$ cat src/rtl/burst_seq_pkg.sv
package burst_seq_pkg;

    localparam int LINE_BYTES = 16;
    localparam int OFF_W      = $clog2(LINE_BYTES);
    localparam int MAX_BEATS  = LINE_BYTES;
    localparam int NB_W       = $clog2(MAX_BEATS) + 1;
    localparam int PACE_LSB   = 0;
    localparam int MODE_LSB   = 8;

    typedef enum logic [1:0] {
        BW_8   = 2'b00,
        BW_16  = 2'b01,
        BW_32  = 2'b10,
        BW_BAD = 2'b11
    } bus_w_e;

    typedef enum logic [1:0] {
        ST_IDLE,
        ST_BEAT,
        ST_WAIT,
        ST_DONE
    } seq_st_e;

    typedef struct packed {
        logic                  legal;
        logic [2:0]            bytes;
        logic [NB_W-1:0]       nbeats;
        logic [MAX_BEATS-1:0]  start_mask;
    } plan_t;

    // Bit i of start_mask set: beat i opens a new burst.
    function automatic plan_t make_plan(logic [1:0] width, logic [1:0] mode, logic odd_quad);
        plan_t p;
        p = '0;
        case (bus_w_e'(width))
            BW_8: begin
                p.bytes  = 3'd1;
                p.nbeats = NB_W'(16);
                case (mode)
                    2'b00: begin p.legal = 1'b1; p.start_mask = 16'h0001; end
                    2'b01: begin p.legal = 1'b1; p.start_mask = 16'h1111; end
                    default: p.legal = 1'b0;
                endcase
            end
            BW_16: begin
                p.bytes  = 3'd2;
                p.nbeats = NB_W'(8);
                case (mode)
                    2'b00: begin p.legal = 1'b1; p.start_mask = 16'h0001; end
                    2'b01: begin p.legal = 1'b1; p.start_mask = 16'h0055; end
                    2'b10: begin
                        p.legal      = 1'b1;
                        p.start_mask = odd_quad ? 16'h0045 : 16'h0011;
                    end
                    default: p.legal = 1'b0;
                endcase
            end
            BW_32: begin
                p.bytes      = 3'd4;
                p.nbeats     = NB_W'(4);
                p.start_mask = 16'h0001;
                p.legal      = (mode != 2'b11);
            end
            default: p.legal = 1'b0;
        endcase
        return p;
    endfunction

endpackage

$ cat src/rtl/bseq_cfg_reg.sv
module bseq_cfg_reg
    import burst_seq_pkg::*;
#(
    parameter int CW = 32
) (
    input  logic          clk,
    input  logic          rst,
    input  logic          we,
    input  logic [CW-1:0] wdata,
    output logic [CW-1:0] rdata,
    output logic [1:0]    mode,
    output logic [1:0]    pace
);
    logic [1:0] mode_q;
    logic [1:0] pace_q;

    always_ff @(posedge clk) begin
        if (rst) begin
            mode_q <= 2'b00;
            pace_q <= 2'b00;
        end else if (we) begin
            mode_q <= wdata[MODE_LSB +: 2];
            pace_q <= wdata[PACE_LSB +: 2];
        end
    end

    always_comb begin
        rdata                = '0;
        rdata[MODE_LSB +: 2] = mode_q;
        rdata[PACE_LSB +: 2] = pace_q;
    end

    assign mode = mode_q;
    assign pace = pace_q;
endmodule

$ cat src/rtl/bseq_plan.sv
module bseq_plan
    import burst_seq_pkg::*;
(
    input  logic [1:0] width,
    input  logic [1:0] mode,
    input  logic       odd_quad,
    output plan_t      plan
);
    assign plan = make_plan(width, mode, odd_quad);
endmodule

$ cat src/rtl/bseq_line_asm.sv
module bseq_line_asm
    import burst_seq_pkg::*;
#(
    parameter int DW = 32
) (
    input  logic                    clk,
    input  logic                    rst,
    input  logic                    wr_en,
    input  logic [OFF_W-1:0]        off,
    input  logic [2:0]              bytes,
    input  logic [DW-1:0]           rdata,
    output logic [LINE_BYTES*8-1:0] line
);
    localparam int LANES  = DW / 8;
    localparam int LANE_W = $clog2(LANES);

    logic [7:0] lane [LANES];
    logic [7:0] buf_q [LINE_BYTES];

    for (genvar l = 0; l < LANES; l++) begin : g_lane
        assign lane[l] = rdata[8*l +: 8];
    end

    for (genvar k = 0; k < LINE_BYTES; k++) begin : g_byte
        logic [OFF_W-1:0] rel;
        logic             hit;
        assign rel = OFF_W'(k) - off;
        assign hit = wr_en && ({1'b0, rel} < (OFF_W+1)'(bytes));

        always_ff @(posedge clk) begin
            if (rst) begin
                buf_q[k] <= 8'h00;
            end else if (hit) begin
                buf_q[k] <= lane[rel[LANE_W-1:0]];
            end
        end

        assign line[8*k +: 8] = buf_q[k];
    end
endmodule

$ cat src/rtl/burst_line_seq.sv
module burst_line_seq
    import burst_seq_pkg::*;
#(
    parameter int ADDR_W = 32,
    parameter int DATA_W = 32,
    parameter int CFG_W  = 32
) (
    input  logic                    clk,
    input  logic                    rst,
    input  logic                    cfg_we,
    input  logic [CFG_W-1:0]        cfg_wdata,
    output logic [CFG_W-1:0]        cfg_rdata,
    input  logic [1:0]              bus_width,
    input  logic                    req,
    input  logic [ADDR_W-1:0]       line_addr,
    output logic                    ack,
    output logic                    err,
    output logic [LINE_BYTES*8-1:0] line_data,
    output logic                    beat_strobe,
    output logic                    burst_start,
    output logic [ADDR_W-1:0]       beat_addr,
    input  logic [DATA_W-1:0]       mem_rdata
);
    localparam int TAG_W = ADDR_W - OFF_W;
    localparam int IDX_W = $clog2(MAX_BEATS);

    logic [1:0] cfg_mode;
    logic [1:0] cfg_pace;
    plan_t      plan;

    seq_st_e              st_q;
    logic [MAX_BEATS-1:0] mask_q;
    logic [NB_W-1:0]      nbeats_q;
    logic [2:0]           bytes_q;
    logic [1:0]           pace_q;
    logic [1:0]           wcnt_q;
    logic [IDX_W-1:0]     idx_q;
    logic [TAG_W-1:0]     tag_q;
    logic [OFF_W-1:0]     off_q;
    logic                 err_q;

    logic [OFF_W-1:0] align_keep;
    logic [OFF_W-1:0] start_off;
    logic [IDX_W-1:0] next_idx;
    logic             last_beat;

    bseq_cfg_reg #(.CW(CFG_W)) u_cfg (
        .clk   (clk),
        .rst   (rst),
        .we    (cfg_we),
        .wdata (cfg_wdata),
        .rdata (cfg_rdata),
        .mode  (cfg_mode),
        .pace  (cfg_pace)
    );

    bseq_plan u_plan (
        .width    (bus_width),
        .mode     (cfg_mode),
        .odd_quad (line_addr[2]),
        .plan     (plan)
    );

    assign align_keep = ~(OFF_W'(plan.bytes) - OFF_W'(1));
    assign start_off  = line_addr[OFF_W-1:0] & align_keep;
    assign next_idx   = idx_q + IDX_W'(1);
    assign last_beat  = (NB_W'(idx_q) == nbeats_q - NB_W'(1));

    always_ff @(posedge clk) begin
        if (rst) begin
            st_q     <= ST_IDLE;
            mask_q   <= '0;
            nbeats_q <= '0;
            bytes_q  <= '0;
            pace_q   <= '0;
            wcnt_q   <= '0;
            idx_q    <= '0;
            tag_q    <= '0;
            off_q    <= '0;
            err_q    <= 1'b0;
        end else begin
            err_q <= 1'b0;
            case (st_q)
                ST_IDLE: begin
                    if (req) begin
                        if (!plan.legal) begin
                            err_q <= 1'b1;
                        end else begin
                            mask_q   <= plan.start_mask;
                            nbeats_q <= plan.nbeats;
                            bytes_q  <= plan.bytes;
                            pace_q   <= cfg_pace;
                            idx_q    <= '0;
                            tag_q    <= line_addr[ADDR_W-1:OFF_W];
                            off_q    <= start_off;
                            st_q     <= ST_BEAT;
                        end
                    end
                end
                ST_BEAT: begin
                    off_q <= off_q + OFF_W'(bytes_q);
                    idx_q <= next_idx;
                    if (last_beat) begin
                        st_q <= ST_DONE;
                    end else if (mask_q[next_idx] || pace_q == 2'd0) begin
                        st_q <= ST_BEAT;
                    end else begin
                        wcnt_q <= pace_q;
                        st_q   <= ST_WAIT;
                    end
                end
                ST_WAIT: begin
                    if (wcnt_q == 2'd1) begin
                        st_q <= ST_BEAT;
                    end else begin
                        wcnt_q <= wcnt_q - 2'd1;
                    end
                end
                default: st_q <= ST_IDLE;
            endcase
        end
    end

    assign beat_strobe = (st_q == ST_BEAT);
    assign burst_start = beat_strobe && mask_q[idx_q];
    assign beat_addr   = {tag_q, off_q};
    assign ack         = (st_q == ST_DONE);
    assign err         = err_q;

    bseq_line_asm #(.DW(DATA_W)) u_asm (
        .clk   (clk),
        .rst   (rst),
        .wr_en (beat_strobe),
        .off   (off_q),
        .bytes (bytes_q),
        .rdata (mem_rdata),
        .line  (line_data)
    );
endmodule

$ cat config.mk
export PLATFORM = sky130hd
export DESIGN_NAME = burst_line_seq
export DESIGN_NICKNAME = d
export VERILOG_FILES = /design/src/rtl/burst_seq_pkg.sv /design/src/rtl/bseq_cfg_reg.sv /design/src/rtl/bseq_plan.sv /design/src/rtl/bseq_line_asm.sv /design/src/rtl/burst_line_seq.sv
export SDC_FILE = /design/constraint.sdc
export NUM_CORES = 1
export LEC_CHECK = 0
export ABC_CLOCK_PERIOD_IN_PS = 3400
export BUFFER_PORTS_ARGS = -buffer_cell sky130_fd_sc_hd__buf_4
export CAP_MARGIN = 20
export CORE_ASPECT_RATIO = 1.75
export CORE_MARGIN = 10
export CORE_UTILIZATION = 45
export DETAILED_ROUTE_END_ITERATION = 10
export PLACE_DENSITY = 0.76
export SYNTH_ARGS = -nofsm -noshare
export SYNTH_HDL_FRONTEND = slang
export SYNTH_SLANG_ARGS = --single-unit
$ cat constraint.sdc
create_clock -name clk -period 3.4 [get_ports clk]
set_input_delay 0.68 -clock clk [delete_from_list [all_inputs] [get_ports clk]]
set_output_delay 0.68 -clock clk [all_outputs]
set_load 0.01 [all_outputs]
==> results.md, run 1 <==
- Status: complete, no violations
- Die Span Y: about 200 um
- Internal cell power: 4.047 mW
- Worst Tran Pin Value: 1.081 ns
- Syn avg cell area: 11.17 um^2
- Clk buf depth: 2
- Finished Core Util: 59.75%
- Flop pwr share: 46.1%
- Starting density of the core: 45.96%
- Final WL: 24.37 mm
- Nature of the critical path endpoint: output port
- Die area: 0.02520 mm^2
- Number of setup buffers added after CTS: 0
- Min cycle time layout: 2.520 ns
- Vias per inst: 5.184
- Critical Path AT: between 1.5 and 2 ns
- Hpwl dp: 19.11 mm
- Cell breakdown of the critical path: mux2i_1 -> nor2_1 -> a21oi_1 -> o22a_1 -> nor3_1 -> buf_4
- Final Hold Vio Count: 0
- CTS Buf Count: 17
- Unrepaired setup endpoints after global routing: false
- Pwr/cell area: 500.7 mW/mm^2
- Reg2reg setup slack: 0.95 ns
- PortBufs: 241
- Vias in the first global route: 6721
- Synth warn: 0
- Std cell rows: between 60 and 70
- Max-cap viol count: 0
- Sequential area share after synthesis: ~57%
- Tightest hold margin: 0.4561 ns
- Sink Count: about 180
- Wire per inst: roughly 19 um
- Reg2reg path depth: 8
- Layout cell share with drive strength beyond 1: 31.64%
- Setup crit start kind: flop
- Post-synthesis cell type count: 53
- EDFF count, synth: 128
- Area of the core: 0.01866 mm^2
- Clk pwr share: 34.7%
- Area grow syn2layout: 30.02%
- Die X: about 120 um
- R2R Path Start: off_q[1]$_SDFFE_PP0P_
- Synth area leaders: edfxtp_1 (45%), dfxtp_1 (13%), nand2_1 (4.9%)
- Data required time of the worst path: about 2.7 ns
- Slowest cell on the critical path: dfxtp_1
- Area fraction of the dominant cell type after synthesis: 44.81%
- Num ports: a little under 300
- Mapped cell area: 0.008577 mm^2
- Via count: 6548
- VDD IR max: 0.3012 mV
- Largest net degree at the start of global routing: 58
- TNS Setup: 0 ns
- Kind of critical path: reg -> out
- Gate count after technology mapping: roughly 770
- CTS tree: built
- Clk pin slew, worst setup/hold paths: 0.06 ns
- Critical path fanouts, max: 9
- Combinational Power Share: 19.2%
- Max Freq: 396.8 MHz
- Primary FF master, synth: edfxtp_1
- Synthesized flop and latch total: about 180
- Final setup viols: 0
- Reg-to-Reg End: u_asm.buf_q[1][7]$_SDFFCE_PN0P_
- Root buffer cell: clkbuf_16
- Clock skew: 0.008504 ns
- Overflow after GRT: 0
- Leakage power: 4.720 nW
- Final Slew Violations: 0
- Crit path from: idx_q[2]$_SDFFE_PP0P_
- RD Place Congestion: 0.8125
- DRT antenna net count: 0
- Period utilisation layout: 74.13%
- P_sw: 1.537 mW
- First-pass GRT wire length: 37.82 mm
- Drt first pass iters: 5
- Sw Ratio: 27.53%
- DP Area: 0.01057 mm^2
- Worst slew margin: between 20% and 30%
- Worst min path class: reg -> reg
- GRT Total Usage: 18.90%
- Final instance area: 0.01115 mm^2
- Synth area leader: edfxtp_1
- Cts hold-fix bufs: 0
- Initial antenna violation count: 1
- Critical Path End: burst_start
- # resized after CTS: 0
- DRC: 0
- Final Net Count: 1140
- Highest cell delay on the worst timing path: 0.54 ns
- Async S/R FF share, synth: 0%
- DRT iter0 DRCs: 555
- H-tree levels: 4
- Clock Latency Late Sink: 0.43 ns
cells in the mapped netlist, types with 2 or more instances:
| cell | n |
|---|---|
| edfxtp_1 | 128 |
| nand2_1 | 112 |
| nor2_1 | 86 |
| and2_1 | 61 |
| dfxtp_1 | 54 |
| a21oi_1 | 49 |
| buf_4 | 29 |
| o21ai_0 | 27 |
| ha_1 | 25 |
| inv_1 | 19 |
| clkbuf_1 | 16 |
| mux4_2 | 16 |
| mux2i_1 | 14 |
| nor2b_1 | 14 |
| buf_2 | 12 |
| xnor2_1 | 11 |
| a211oi_1 | 9 |
| mux2_2 | 9 |
| xor2_1 | 7 |
| buf_1 | 6 |
| nand3_1 | 6 |
| nor3_1 | 5 |
| a21o_1 | 4 |
| a31oi_1 | 4 |
| and3_1 | 4 |
| nand3b_1 | 4 |
| or3_1 | 4 |
| a311oi_1 | 2 |
| fa_1 | 2 |
| nand2b_1 | 2 |
| nand4_1 | 2 |
| nor3b_1 | 2 |
| nor4_1 | 2 |
| o32ai_1 | 2 |
registers in the layout, indices dropped and copies added, names as in the netlist, 2 cells and up:
signal and count:
wcnt_q 2, bytes_q 2, idx_q 4, tag_q 28
off_q 4, u_cfg.mode 2, st_q 2, u_asm.buf_q 128
pace_q 2, mask_q 4, u_cfg.pace 2
critical path: cells and delay by family (launching register included):
kind	cells	cell delay, ns
AO/OA/AOI/OAI	2	0.25
buffers and inverters	1	0.19
multiplexers	1	0.12
flip-flops	1	0.54
AND/OR/NAND/NOR	2	0.32
cell families after synthesis:
| family | count (synthesis) | synth area share, % |
|---|---|---|
| simple gates | 308 | 16.78 |
| flops | 182 | 57.42 |
| compound gates | 110 | 7.630 |
| buf+inv | 83 | 5.164 |
| mux | 39 | 7.017 |
| fa+ha+maj | 27 | 4.114 |
| xor+xnor | 18 | 1.838 |
| other cells | 1 | 0.04372 |
layout make-up:
| cell class | count | area [um^2] |
|---|---|---|
| diodes | 1 | 2.502 |
| multi-input cells | 530 | 3318 |
| repair buffers | 261 | 1959 |
| fillers | 1560 | 7511 |
| well taps | 238 | 297.8 |
| flip-flops and latches | 182 | 4926 |
| inverters | 19 | 71.32 |
| clock inverters | 14 | 147.6 |
| clock buffers | 18 | 429.2 |
worst min-delay path by stage:
| stage | start | endpoint | cells after the start |
|---|---|---|---|
| finish | tag_q[15]$_SDFFE_PP0P_ | tag_q[15]$_SDFFE_PP0P_ | 2 |
| global route | line_addr[20] | tag_q[16]$_SDFFE_PP0P_ | 3 |
| CTS | tag_q[21]$_SDFFE_PP0P_ | tag_q[21]$_SDFFE_PP0P_ | 2 |
| detailed placement | tag_q[21]$_SDFFE_PP0P_ | tag_q[21]$_SDFFE_PP0P_ | 2 |
| global placement | tag_q[4]$_SDFFE_PP0P_ | tag_q[4]$_SDFFE_PP0P_ | 2 |
| floorplan | wcnt_q[1]$_SDFFE_PP0P_ | wcnt_q[1]$_SDFFE_PP0P_ | 2 |
power groups by stage:
stage	sequential [mW]	clock (mW)	combinational, mW
after floorplan	2.68	0	0.540
after global placement	2.62	0	1.06
after detailed placement	2.62	0	1.08
after CTS	2.58	1.97	1.08
after global routing	2.59	2.06	1.17
final	2.57	1.94	1.07
placed cells by master (no fill, tap or decap), types with 3 or more instances in the layout:
cell / synthesis / final
a211oi_1: 9 / 9
a21o_1: 4 / 4
a21oi_1: 49 / 49
a31oi_1: 4 / 4
and2_1: 61 / 61
and3_1: 4 / 4
buf_4: 29 / 261
clkbuf_16: 0 / 17
clkinvlp_4: 0 / 3
conb_1: 1 / 28
dfxtp_1: 54 / 53
edfxtp_1: 128 / 128
ha_1: 25 / 25
inv_1: 19 / 19
inv_6: 0 / 4
mux2_2: 9 / 9
mux2i_1: 14 / 14
mux4_2: 16 / 16
nand2_1: 112 / 112
nand3_1: 6 / 6
nand3b_1: 4 / 4
nor2_1: 86 / 86
nor2b_1: 14 / 14
nor3_1: 5 / 5
o21ai_0: 27 / 25
or3_1: 4 / 4
xnor2_1: 11 / 11
xor2_1: 7 / 7
layer usage:
layer / vias to the layer above / GRT usage (%) / wire length, um
li1: 3110 / - / -
met1: 3102 / 19.49 / 8639
met2: 287 / 33.43 / 12840
met3: 49 / 6.468 / 2009
met4: 0 / 9.106 / 886
met5: - / 0 / 0
per-stage QoR:
step,total power [mW],instances,worst slack (ns)
5_1_grt,5.817,1263,0.6862
3_3_place_gp,3.678,1230,0.8836
3_5_place_dp,3.702,1230,0.8399
6_report,5.584,1263,0.8796
4_1_cts,5.630,1262,0.8813
2_1_floorplan,3.219,795,0.08353
(Power assumes the default switching activity.)
==> inputs of run 2 (changes only) <==
--- a/config.mk
+++ b/config.mk
@@ -5,7 +5,7 @@
 export SDC_FILE = /design/constraint.sdc
 export NUM_CORES = 1
 export LEC_CHECK = 0
-export ABC_CLOCK_PERIOD_IN_PS = 3400
+export ABC_CLOCK_PERIOD_IN_PS = 2300
 export BUFFER_PORTS_ARGS = -buffer_cell sky130_fd_sc_hd__buf_4
 export CAP_MARGIN = 20
 export CORE_ASPECT_RATIO = 1.75
==> constraint.sdc (replaced) <==
create_clock -name clk -period 2.3 [get_ports clk]
set_input_delay 0.46 -clock clk [delete_from_list [all_inputs] [get_ports clk]]
set_output_delay 0.46 -clock clk [all_outputs]
set_load 0.01 [all_outputs]
==> run 2 against run 1 <==
Net effect:
- largest cell class unchanged
- clock power up 55%
- power up 52%
- critical path type is now reg -> reg
- first-iteration DRC count down 37%
- die area unchanged
- highest routed layer unchanged
==> results.md, run 2 (same netlist as run 1, synthesis figures left out) <==
- Root buffer cell: clkbuf_16
- Status: complete, no violations
- Die area: 0.02520 mm^2 (unchanged)
- Max-cap viol count: 0 (unchanged)
- # fillers: 1569 (+0.58%)
- Worst Tran Pin Value: 0.5211 ns (-0.5596 ns)
- Clk buf depth: 2 (unchanged)
- Final Slew Violations: 0 (unchanged)
- Clk pin slew, worst setup/hold paths: 0.07 ns (about the same)
- Final Net Count: 1163 (+2.0%)
- Critical Path AT: 2.33 ns (+0.49 ns)
- Std cell rows: 66 (unchanged)
- CTS Buf Count: 17 (unchanged)
- Max reg flops: 128 (unchanged)
- Overflow after GRT: 0 (unchanged)
- Layout cell share with drive strength beyond 1: 35.53% (+3.9 points)
- DRC: 0 (unchanged)
- Max Freq: 456.6 MHz
- Drt first pass iters: 6 (+1)
- Initial antenna violation count: 3 (+2)
- CTS tree: built
- Final instance area: 0.01146 mm^2 (+2.8%)
- First-pass GRT wire length: 38.62 mm (+2.1%)
- DRT antenna net count: 0 (unchanged)
- Most frequent cells in the layout: buf_4 (284), edfxtp_1 (128), nand2_1 (106)
- Die Span Y: 202.6 um (unchanged)
- Reg2reg setup slack: 0.11 ns (-0.84 ns)
- Top Registers: u_asm.buf_q x128, tag_q x28
- Pre-CTS WS: 0.07055 ns (-0.7694 ns)
- TNS Setup: 0 ns (unchanged)
- Worst slew margin: 65.01% (+37 points)
- RD Place Congestion: 0.8555 (+5.3%)
- Pwr/cell area: 742.6 mW/mm^2 (+48%)
- Data required time of the worst path: 2.44 ns (-0.28 ns)
- Leakage power: 4.877 nW (+3.3%)
- Period utilisation layout: 95.22%
- DRT iter0 DRCs: 352 (-37%)
- Power, Total: 8.512 mW (+52%)
- Worst min path class: in -> reg
- Final Hold Vio Count: 0 (unchanged)
- Largest net degree at the start of global routing: 38 (-34%)
- GRT Total Usage: 19.40% (+0.50 points)
- Top reg by flops: u_asm.buf_q
- Final WL: 25.21 mm (+3.4%)
- Min cycle time layout: around 2.2 ns
- Critical path fanouts, max: 8 (-1)
- VDD IR max: 0.4578 mV (+52%)
- Clock skew: 0.009926 ns (+0.001422 ns)
- Kind of critical path: reg -> reg
- Starting density of the core: 45.96% (unchanged)
- Commonest non-fill, non-tap cell in the layout: buf_4
- Vias in the first global route: 6746 (+0.37%)
- Final setup viols: 0 (unchanged)
- Area of the core: 0.01866 mm^2 (unchanged)
- Sink Count: 182 (unchanged)
- Vias per inst: 5.146 (-0.74%)
- Setup crit start kind: flop
- PortBufs: 241 (unchanged)
- Die X: 124.4 um (unchanged)
- Hpwl dp: 19.86 mm (+3.9%)
- DP Area: 0.01083 mm^2 (+2.4%)
- H-tree levels: 4 (unchanged)
- Via count: 6628 (+1.2%)
- Nature of the critical path endpoint: flop
- Wire per inst: 19.57 um (+1.4%)
- Setup slack after layout: 0.1100 ns (-0.7696 ns)
- Clock Latency Late Sink: 0.43 ns (about the same)
- Cts hold-fix bufs: 0 (unchanged)
- Num ports: 298 (unchanged)
- Area grow syn2layout: 33.65%
[run 2: changes by cell type in the layout (fill, tap and decap cells not counted), moves of 3 or more]
cell	before	now
o21ai_1	0	3
nor2_2	0	3
inv_1	19	16
buf_4	261	284
o21ai_0	25	21
clkinvlp_4	3	0
nand2_1	112	106
nor2_1	86	83
inv_4	0	3
nand2_2	0	6
[run 2: layer usage]
layer | GRT usage, % | share of wire (%) | routed length [um] | vias to the layer above
met1 | 18.80 | 35 | 8733 | 3153
li1 | - | - | - | 3157
met5 | 0 | 0 | 0 | -
met2 | 35.28 | 54 | 13610 | 274
met4 | 10.53 | 3.7 | 933 | 0
met3 | 6.468 | 7.7 | 1930 | 44
[run 2: critical path, cell delays in order (launching register included)]
cell	delay, ns
dfxtp_4	0.39
inv_4	0.07
ha_4	0.25
ha_1	0.27
a21o_1	0.19
a21oi_1	0.31
nand2_1	0.11
o21ai_2	0.12
buf_4	0.18
[run 2: what timing repair did]
action / 4_1_cts / 5_1_grt
buffers inserted: 0 / 0
setup endpoints to repair: 0 / 48
gates resized for setup: 0 / 9
hold endpoints to repair: 0 / 0
[run 2: worst paths after layout]
path | from | endpoint | depth (start not counted)
hold / removal | rst | off_q[1]$_SDFFE_PP0P_ | 2
setup reg to reg | off_q[1]$_SDFFE_PP0P_ | u_asm.buf_q[8][0]$_SDFFCE_PN0P_ | 8
setup / recovery | off_q[1]$_SDFFE_PP0P_ | u_asm.buf_q[8][0]$_SDFFCE_PN0P_ | 8
hold reg to reg | tag_q[1]$_SDFFE_PP0P_ | tag_q[1]$_SDFFE_PP0P_ | 2
[run 2: power by group]
group          internal [mW]  switching, mW
Combinational          0.735          0.972
Sequential              3.71         0.0926
Clock                   1.66           1.34
[run 2: layout make-up]
type / instances / area, um^2 / share of cell area (%)
flip-flops and latches: 182 / 4930 / 43.00
multi-input cells: 530 / 3418 / 29.82
repair buffers: 284 / 2132 / 18.60
clock buffers: 20 / 478.0 / 4.169
well taps: 238 / 297.8 / 2.598
clock inverters: 12 / 126.4 / 1.102
inverters: 19 / 73.82 / 0.6440
diodes: 3 / 7.507 / 0.06549
[run 2: metrics by stage]
step	hold WS [ns]	util [%]	instances
after floorplan	0.4437	-	795
after global placement	0.4430	58.00	1253
after detailed placement	0.4466	58.00	1253
after CTS	0.2388	61.24	1285
after global routing	0.2494	61.42	1288
final	0.2578	61.42	1288
==> inputs of run 3 (changes only) <==
--- a/config.mk
+++ b/config.mk
@@ -10,9 +10,9 @@
 export CAP_MARGIN = 20
 export CORE_ASPECT_RATIO = 1.75
 export CORE_MARGIN = 10
-export CORE_UTILIZATION = 45
+export CORE_UTILIZATION = 46
 export DETAILED_ROUTE_END_ITERATION = 10
-export PLACE_DENSITY = 0.76
+export PLACE_DENSITY = 0.77
 export SYNTH_ARGS = -nofsm -noshare
 export SYNTH_HDL_FRONTEND = slang
 export SYNTH_SLANG_ARGS = --single-unit
==> run 3 against run 2 <==
Net effect:
- worst hold slack gained 0.0034 ns
- largest cell class unchanged
- global-route usage is essentially flat
- sequential power is essentially flat
- largest power group unchanged
- non-clock buffer count grew 2
- clock power is essentially flat
- power grew 0.29%
==> results.md, run 3 (same netlist as run 1, synthesis figures left out) <==
- Status: complete, no violations
- VDD IR max: 0.7412 mV (+62%)
- Final setup viols: 0 (unchanged)
- Final Slew Violations: 0 (unchanged)
- Layout cell share with drive strength beyond 1: 35.65% (+0.12 points)
- Sink Count: 182 (unchanged)
- CTS Buf Count: 17 (unchanged)
- Min cycle time layout: 2.211 ns (+0.02119 ns)
- Cell breakdown of the critical path: buf_4 -> ha_1 -> xnor2_1 -> inv_1 -> ha_1 -> a21oi_2 -> nand2_2 -> o21ai_4
- Initial antenna violation count: 3 (unchanged)
- CP dominant cell by count: ha_1
- # fillers: 1538 (-2.0%)
- Final Net Count: 1165 (+0.17%)
- Pre-CTS WS: 0.07248 ns (+0.001930 ns)
- Wire per inst: 19.40 um (-0.87%)
- Max reg flops: 128 (unchanged)
- Tightest hold margin: 0.2612 ns (+0.003419 ns)
- Finished Core Util: 62.23% (+0.81 points)
- Largest net degree at the start of global routing: 38 (unchanged)
- Leakage power: 4.882 nW (+0.11%)
- GRT Total Usage: 19.41% (about the same)
- Commonest non-fill, non-tap cell in the layout: buf_4
- Critical path fanouts, max: 8 (unchanged)
- Top Registers: u_asm.buf_q x128, tag_q x28
- Overflow after GRT: 0 (unchanged)
- DRC: 0 (unchanged)
- Clock skew: 0.008686 ns (-0.001240 ns)
- Kind of critical path: reg -> reg
- Period utilisation layout: 96.14% (+0.92 points)
- Clock Latency Late Sink: 0.43 ns (about the same)
- Via count: 6629 (+0.015%)
- Slowest cell on the critical path: dfxtp_4
- Clk buf depth: 2 (unchanged)
- Max-cap viol count: 0 (unchanged)
- Reg-to-Reg End: u_asm.buf_q[2][3]$_SDFFCE_PN0P_
- Seq. cell area: 0.004933 mm^2 (about the same)
- Root buffer cell: clkbuf_16
- PortBufs: 241 (unchanged)
- R2R Path Start: off_q[1]$_SDFFE_PP0P_
- Std cell rows: 66 (unchanged)
- Die Span Y: 200.6 um (-0.98%)
- Reg2reg path depth: 8 (unchanged)
- Placed cell count: 1255 (+0.16%)
- Clk pin slew, worst setup/hold paths: 0.07 ns (about the same)
- Setup crit start kind: flop
- Layout Cells excl Fill: 1290 (+0.16%)
- H-tree levels: 4 (unchanged)
- Max Freq: 452.2 MHz (-0.96%)
- Area of the core: 0.01850 mm^2 (-0.89%)
- Top reg by flops: u_asm.buf_q
- Hold depth: 3 (+1)
- Area grow syn2layout: 34.21%
- Final Hold Vio Count: 0 (unchanged)
- Data required time of the worst path: 2.40 ns (-0.04 ns)
- RD Place Congestion: 0.8804 (+2.9%)
- Starting density of the core: 46.37% (+0.41 points)
- Nature of the critical path endpoint: flop
- Die area: 0.02472 mm^2 (-1.9%)
- Hpwl dp: 19.40 mm (-2.3%)
- Die X: 123.2 um (-0.92%)
- Highest cell delay on the worst timing path: 0.35 ns (-0.04 ns)
- Pwr/cell area: 741.7 mW/mm^2 (-0.12%)
- Reg2reg setup slack: 0.09 ns (-0.02 ns)
- Hold Path Origin: cfg_wdata[8]
- Critical Path AT: 2.31 ns (-0.02 ns)
- Worst Tran Pin Value: 0.5096 ns (-0.01150 ns)
- Drt first pass iters: 5 (-1)
- DRT iter0 DRCs: 383 (+8.8%)
- Final WL: 25.03 mm (-0.72%)
- First-pass GRT wire length: 36.69 mm (-5.0%)
- Setup slack after layout: 0.08876 ns (-0.02119 ns)
- CTS tree: built
- Vias per inst: 5.139 (-0.14%)
- Unrepaired setup endpoints after global routing: false
- DRT antenna net count: 0 (unchanged)
- Vias in the first global route: 6530 (-3.2%)
- Area of the multi-input gates: 0.003427 mm^2 (+0.26%)
- Num ports: 298 (unchanged)
- Worst min path class: in -> reg
- Most frequent cells in the layout: buf_4 (285), edfxtp_1 (128), nand2_1 (104)
- Hold path endpoint: u_cfg.mode[0]$_SDFFE_PP0P_
- Worst slew margin: 66.02% (+1.0 points)
==> run 3: routing by layer <==
| layer | vias to the layer above | wire length, um | share of wire (%) | global-route usage [%] |
|---|---|---|---|---|
| met5 | - | 0 | 0 | 0 |
| met4 | 0 | 887 | 3.5 | 9.816 |
| met3 | 46 | 2136 | 8.5 | 5.801 |
| met2 | 262 | 13550 | 54 | 34.80 |
| met1 | 3165 | 8455 | 34 | 19.38 |
| li1 | 3156 | - | - | - |
==> run 3: worst max path at each step <==
stage	start	endpoint	slack, ns
after floorplan	off_q[1]$_SDFFE_PP0P_	u_asm.buf_q[10][0]$_SDFFCE_PN0P_	-0.12
after global placement	off_q[0]$_SDFFE_PP0P_	u_asm.buf_q[11][3]$_SDFFCE_PN0P_	0.11
after detailed placement	off_q[2]$_SDFFE_PP0P_	u_asm.buf_q[9][4]$_SDFFCE_PN0P_	0.07
after CTS	off_q[2]$_SDFFE_PP0P_	u_asm.buf_q[9][1]$_SDFFCE_PN0P_	0.03
after global routing	off_q[0]$_SDFFE_PP0P_	u_asm.buf_q[0][0]$_SDFFCE_PN0P_	0.004
final	off_q[1]$_SDFFE_PP0P_	u_asm.buf_q[2][3]$_SDFFCE_PN0P_	0.09
==> run 3: power by group <==
group | switching (mW) | internal (mW)
sequential | 0.0914 | 3.72
clock | 1.31 | 1.70
combinational | 0.977 | 0.745
total | 2.38 | 6.16
==> run 3: through the flow <==
step	cell area (um^2)	total power, mW	setup TNS (ns)
floorplan	8808	4.817	-6.198
detailed placement	10850	5.589	0
global placement	10850	5.548	0
CTS	11460	8.578	0
global route	11510	8.855	0
finish	11510	8.537	0
==> run 3: area by class of cell <==
type	count	share of cell area, %
Clock inverter	10	0.9130
Sequential cell	182	42.86
Antenna cell	3	0.06522
Clock buffer	22	4.402
Multi-Input combinational cell	530	29.77
Inverter	19	0.6413
Tap cell	238	2.587
Timing Repair Buffer	286	18.76
==> run 3: what timing repair did <==
| action | in CTS | in global routing |
|---|---|---|
| setup buffers | 0 | 0 |
| endpoints found under the setup margin | 0 | 104 |
| hold buffers | 0 | 0 |
| resized for setup | 0 | 13 |
==> run 3: critical path: cells and delay by family (launching register included) <==
kind                       cells  cell delay, ns
DFF                            1            0.35
AOI/OAI and AO/OA              2            0.50
buffers and inverters          2            0.23
adders and majority gates      2            0.49
and+or+nand+nor                1            0.11
xor gates and xnor gates       1            0.20
